$ cat src/rtl/vpg_pkg.sv
package vpg_pkg;

   localparam int VPG_MAX_W = 16;

   typedef enum logic {
      VPG_IDLE = 1'b0,
      VPG_RUN  = 1'b1
   } vpg_state_e;

   // Prescale divisor actually applied: 1 unless coarse mode has a length of 2 or more.
   function automatic logic [VPG_MAX_W-1:0] eff_div(input logic multi,
                                                   input logic [VPG_MAX_W-1:0] len);
      if (multi && (len > 16'd1))
         return len;
      return 16'd1;
   endfunction

endpackage

$ cat src/rtl/vpg_prescale.sv
module vpg_prescale #(
   parameter int POS_W = 13
) (
   input  logic             clk,
   input  logic             rst_n,
   input  logic             restart,
   input  logic             run,
   input  logic [POS_W-1:0] div,
   output logic             phase0,
   output logic             adv
);

   logic [POS_W-1:0] ph_q;
   logic [POS_W-1:0] last_ph;

   assign last_ph = div - POS_W'(1);
   assign phase0  = (ph_q == '0);
   assign adv     = (ph_q >= last_ph);

   always_ff @(posedge clk or negedge rst_n) begin
      if (!rst_n)
         ph_q <= '0;
      else if (restart)
         ph_q <= '0;
      else if (run)
         ph_q <= adv ? '0 : ph_q + POS_W'(1);
   end

endmodule

$ cat src/rtl/vpg_poscount.sv
module vpg_poscount #(
   parameter int POS_W = 13
) (
   input  logic             clk,
   input  logic             rst_n,
   input  logic             restart,
   input  logic             run,
   input  logic             adv,
   input  logic [POS_W-1:0] vrep,
   output logic [POS_W-1:0] pos
);

   always_ff @(posedge clk or negedge rst_n) begin
      if (!rst_n)
         pos <= '0;
      else if (restart)
         pos <= '0;
      else if (run && adv)
         pos <= (pos == vrep) ? '0 : pos + POS_W'(1);
   end

endmodule

$ cat src/rtl/vpg_lane.sv
module vpg_lane #(
   parameter int POS_W   = 13,
   parameter int NUM_TOG = 4,
   localparam int TOG_BITS = NUM_TOG * POS_W
) (
   input  logic                clk,
   input  logic                rst_n,
   input  logic                restart,
   input  logic                run,
   input  logic                phase0,
   input  logic [POS_W-1:0]    pos,
   input  logic                pol,
   input  logic [TOG_BITS-1:0] tog,
   input  logic [NUM_TOG-1:0]  en,
   output logic                q
);

   logic [NUM_TOG-1:0] match;

   for (genvar k = 0; k < NUM_TOG; k++) begin : g_slot
      assign match[k] = en[k] && (tog[k*POS_W +: POS_W] == pos);
   end

   always_ff @(posedge clk or negedge rst_n) begin
      if (!rst_n)
         q <= 1'b0;
      else if (restart)
         q <= pol;
      else if (run && phase0 && (|match))
         q <= ~q;
   end

endmodule

$ cat src/rtl/vpulse_gen.sv
module vpulse_gen #(
   parameter int NUM_OUT      = 10,
   parameter int NUM_TOG      = 4,
   parameter int POS_W        = 13,
   parameter bit MULT_SUPPORT = 1'b1,
   localparam int SLOTS    = NUM_OUT * NUM_TOG,
   localparam int TOG_BITS = NUM_TOG * POS_W
) (
   input  logic                     clk,
   input  logic                     rst_n,
   input  logic                     start,
   input  logic                     hd,
   input  logic                     multi_en,
   input  logic                     sweep_en,
   input  logic [POS_W-1:0]         vlen,
   input  logic [POS_W-1:0]         vrep,
   input  logic [NUM_OUT-1:0]       start_pol,
   input  logic [SLOTS*POS_W-1:0]   tog_pos,
   input  logic [SLOTS-1:0]         tog_en,
   output logic [NUM_OUT-1:0]       xv
);
   import vpg_pkg::*;

   if (NUM_OUT < 1 || NUM_OUT > 32) begin : g_bad_out
      $error("vpulse_gen: NUM_OUT must be 1..32");
   end
   if (NUM_TOG < 1 || NUM_TOG > 8) begin : g_bad_tog
      $error("vpulse_gen: NUM_TOG must be 1..8");
   end
   if (POS_W < 2 || POS_W > VPG_MAX_W) begin : g_bad_w
      $error("vpulse_gen: POS_W must be 2..16");
   end

   vpg_state_e       state_q;
   logic             restart;
   logic             run;
   logic             phase0;
   logic             adv;
   logic [POS_W-1:0] pos;

   assign restart = start | (hd & ~sweep_en & (state_q == VPG_RUN));
   assign run     = (state_q == VPG_RUN) && !restart;

   always_ff @(posedge clk or negedge rst_n) begin
      if (!rst_n)
         state_q <= VPG_IDLE;
      else if (start)
         state_q <= VPG_RUN;
   end

   if (MULT_SUPPORT) begin : g_mult
      logic [VPG_MAX_W-1:0] div_w;
      assign div_w = eff_div(multi_en, VPG_MAX_W'(vlen));

      vpg_prescale #(.POS_W(POS_W)) u_pre (
         .clk     (clk),
         .rst_n   (rst_n),
         .restart (restart),
         .run     (run),
         .div     (div_w[POS_W-1:0]),
         .phase0  (phase0),
         .adv     (adv)
      );
   end else begin : g_plain
      assign phase0 = 1'b1;
      assign adv    = 1'b1;
   end

   vpg_poscount #(.POS_W(POS_W)) u_pos (
      .clk     (clk),
      .rst_n   (rst_n),
      .restart (restart),
      .run     (run),
      .adv     (adv),
      .vrep    (vrep),
      .pos     (pos)
   );

   for (genvar i = 0; i < NUM_OUT; i++) begin : g_lane
      vpg_lane #(.POS_W(POS_W), .NUM_TOG(NUM_TOG)) u_lane (
         .clk     (clk),
         .rst_n   (rst_n),
         .restart (restart),
         .run     (run),
         .phase0  (phase0),
         .pos     (pos),
         .pol     (start_pol[i]),
         .tog     (tog_pos[i*TOG_BITS +: TOG_BITS]),
         .en      (tog_en[i*NUM_TOG +: NUM_TOG]),
         .q       (xv[i])
      );
   end

endmodule

$ cat config.mk
export PLATFORM = sky130hd
export DESIGN_NAME = vpulse_gen
export DESIGN_NICKNAME = d
export VERILOG_FILES = /design/src/rtl/vpg_pkg.sv /design/src/rtl/vpg_prescale.sv /design/src/rtl/vpg_poscount.sv /design/src/rtl/vpg_lane.sv /design/src/rtl/vpulse_gen.sv
export SDC_FILE = /design/constraint.sdc
export NUM_CORES = 1
export LEC_CHECK = 0
export CORE_AREA = 10 10 228 230
export CTS_CLUSTER_SIZE = 8
export DETAILED_ROUTE_END_ITERATION = 7
export DIE_AREA = 0 0 238 240
export DONT_BUFFER_PORTS = 1
export PLACE_DENSITY = 0.33
export RECOVER_POWER = 50
export SYNTH_ARGS = -nofsm -noshare
export SYNTH_HDL_FRONTEND = slang
export SYNTH_SLANG_ARGS = --single-unit
export TNS_END_PERCENT = 30
$ cat constraint.sdc
create_clock -name clk -period 5.3 [get_ports clk]
set_input_delay 0.795 -clock clk [delete_from_list [all_inputs] [get_ports clk]]
set_output_delay 0.795 -clock clk [all_outputs]
set_load 0.01 [all_outputs]
==> results.txt <==
----------------------------------------------------
[Worst setup path]
  Startpoint class of the critical path ... input port
  Number of cells on the worst reg-to-reg path ... 8
  CP arrival ... 4.61 ns
  Top cell family by delay on the critical path ... simple AND/OR/NAND/NOR gates
  Critical Path Stages ... 17
  Count of buffering cells on the critical path with inverters included ... 2
  Standard cell with the maximum stage delay on the critical path ... or4_4
  Worst Setup End Kind ... register
  Cell Chain, Critical Path ... or4_4, nor3_4, nand2_2, o41a_1, nor2b_1, ha_1, buf_4, o21ai_0, a22oi_1, ha_1, nand4_1, nor4_1, a211oi_1, buf_4, nand2_1, nand3_1, o32ai_1
  Critical Path Max Stage Delay ... 0.56 ns
  Kind of critical path ... in -> reg
  Max FO, Critical Path ... 10
  Required time reported for the critical path endpoint ... 5.49 ns

[Route]
  First-pass DRT Iterations ... 5
  Initial DRC Count ... 516
  Post-detailed-routing wire length ... 56700 µm
  Post-route ant nets ... 0
  Routed len/inst ... 33.1 µm
  Count of unresolved DRC violations after routing ... 0
  Total via count after detailed routing ... 8526
  Vias/cell ... 4.97

[Cells and area]
  Most frequent cells in the layout ... 527 x xnor2_1, 133 x nand4_1, 80 x nand2_1
  Storage cell area ... 975 µm²
  Final Core Density ... 20.7%
  Multi-input logic area ... 7610 µm²
  Share of post-route cells with drive strength above 1 ... 6.47%
  Area growth, synth to finish ... 7.72%
  Most common cell after layout, fill and taps aside ... xnor2_1
  Filler cells ... 5370
  # nets final ... 1715

[Synthesis]
  Part of the Yosys area used for sequential elements ... 10.2%
  Async set-reset flop share out of synthesis ... 100%
  Syn_nets ... 1760
  Dominant synthesized flop cell ... dfrtp_1
  Count of flip-flops with a built-in enable after synthesis ... 0
  Yosys warning total ... 0
  Post-synthesis instance total ... 1141
  Count of different cell masters after synthesis ... 50
  Synth Cell Area ... 9110 µm²
  Flop and latch count out of synthesis ... 37
  Synthesized area divided by synthesized cell count ... 7.98 µm²

[Run]
  Max_cap viols ... 0

[Die]
  # IOs ... 612
  Overall die height ... 240 µm
  Die area ... 57100 µm²
  Placeable core region ... 47300 µm²
  Horizontal die dimension ... 238 µm
  Initial Util ... 19.2%
  Site row count ... 80

[STA]
  Timing-limited maximum frequency ... 226 MHz
  Max transition margin ... 20.6%
  Sum Neg Setup Slack ... 0 ns
  Fin. Hold Viols ... 0
  Crit share post-route ... 83.5%
  Max-slew violations ... 0
  Post-layout min period ... 4.43 ns
  RSZ-0062 raised after global routing ... false
  Measured slew at the worst slew-check pin ... 1.18 ns
  Final setup skew ... 0.00647 ns
  Total setup violations reported at the end of the flow ... 0

[Clocking]
  Worst-Skew Late Latency ... 0.30 ns
  Clk buf depth ... 2
  Clock edge transition at the registers on the reported setup and hold paths ... 0.07 ns
  Maximum level of the CTS H-tree ... 2
  Number of buffers inserted during clock tree synthesis ... 5
  Clock root buffer ... clkbuf_16
  Count of clock tree sinks ... 37
  Clock tree from TritonCTS ... built
  Post-CTS Setup Repair Bufs ... 0
  # resized after CTS ... 0
  Hold buffer count at CTS ... 0

[Pwr]
  Worst IR drop on VDD ... 0.0000979 V
  Standby leakage power ... 2.49 nW
  PD cells ... 108 nW/µm²

[Global routing]
  Total congestion overflow ... 0
  GRT Overall Usage ... 18.4%
  Via count of the first global-routing pass ... 9012
  Wire length of the first global-routing pass ... 74400 µm
  Maximum number of pins on one net before global-route repair ... 46
  Antenna violations before repair ... 8

[Placed design]
  Number of input and output port buffers inserted ... 0
  Gpl congestion ... 0.853
  Estimated wirelength of the detail-placed design ... 46300 µm

[Run status]
  Result of the run ... completed

[Min path]
  Worst min-delay path class ... in -> async

----------------------------------------------------
==> metrics by stage <==
stage | setup WS (ns) | cells | hold slack (ns) | area, µm² | power [mW]
after floorplan | 0.705 | 1141 | 0.499 | 9110 | 0.677
after global placement | 0.593 | 1704 | 0.502 | 9660 | 0.753
after detailed placement | 0.566 | 1704 | 0.503 | 9660 | 0.757
after CTS | 0.876 | 1712 | 0.176 | 9800 | 1.08
after global routing | 0.584 | 1715 | 0.172 | 9810 | 1.13
final | 0.875 | 1716 | 0.186 | 9810 | 1.06
==> report_power, final <==
part | switching, mW | internal [mW] | leakage [nW]
clock | 0.136 | 0.175 | 0.0631
sequential | 0.0492 | 0.299 | 0.461
combinational | 0.171 | 0.233 | 1.97
total | 0.357 | 0.707 | 2.49
==> Yosys cell counts, drive strengths merged (10+ instances only) <==
master	n	area, µm²
nor4	59	369
a21oi	11	55.1
xor2	13	114
dfrtp	37	926
mux2i	10	100
clkbuf	10	37.5
nand3	18	90.1
inv	11	41.3
buf	76	499
nand2	81	307
nor2	17	63.8
a221o	10	100
o21ai	22	110
ha	17	213
nand4	133	832
xnor2	527	4620
or2	11	68.8
==> cell families (layout without fill, tap and decap cells) <==
kind of cell,after synthesis,count (layout),synth area share (%)
DFF,37,37,10.2
xor gates and xnor gates,540,540,51.9
muxes,10,10,1.10
adders and majority gates,17,17,2.33
and+or+nand+nor,359,359,21.9
AOI/OAI and AO/OA,80,80,6.15
other,0,4,0
buffers and inverters,98,54,6.39
==> path summary, 6_finish.rpt <==
check	from	endpoint	slack (ns)
worst min register to register	g_mult.u_pre.ph_q[0]	g_mult.u_pre.ph_q[0]	0.57
worst max register to register	u_pos.pos[2]	g_lane[8].u_lane.q	1.90
max in group asynchronous	rst_n	u_pos.pos[1]	5.01
worst max-delay path	vlen[5]	u_pos.pos[6]	0.87
min in group clk	g_mult.u_pre.ph_q[0]	g_mult.u_pre.ph_q[0]	0.57
worst min-delay path	rst_n	state_q	0.19
==> worst reg2reg max path, cell delays in order (launching register included) <==
cell	delay [ns]
dfrtp_4	0.81
buf_4	0.55
xnor2_1	0.25
nand4_1	0.14
nor4_1	0.74
nor4_1	0.20
buf_4	0.21
mux2i_1	0.12
a221o_1	0.26
==> final cells by class <==
class | instances | area share (%)
Antenna cell | 4 | 0.102
Clock buffer | 6 | 1.31
Clock inverter | 2 | 0.153
Inverter | 12 | 0.459
Multi-Input combinational cell | 1006 | 77.6
Sequential cell | 37 | 9.93
Tap cell | 615 | 7.84
Timing Repair Buffer | 34 | 2.60
==> registers in the layout, indices dropped and copies added, names as in the netlist <==
register	flops
g_lane.u_lane.q	10
g_mult.u_pre.ph_q	13
state_q	1
u_pos.pos	13
==> routing by layer <==
| layer | vias up | track usage (%) | share of wire [%] |
|---|---|---|---|
| met5 | - | 0 | 0.037 |
| li1 | 3849 | - | - |
| met2 | 437 | 31.8 | 50 |
| met3 | 60 | 5.38 | 8.4 |
| met4 | 4 | 5.71 | 2.1 |
| met1 | 4176 | 21.5 | 40 |
(Power assumes the default switching activity.)
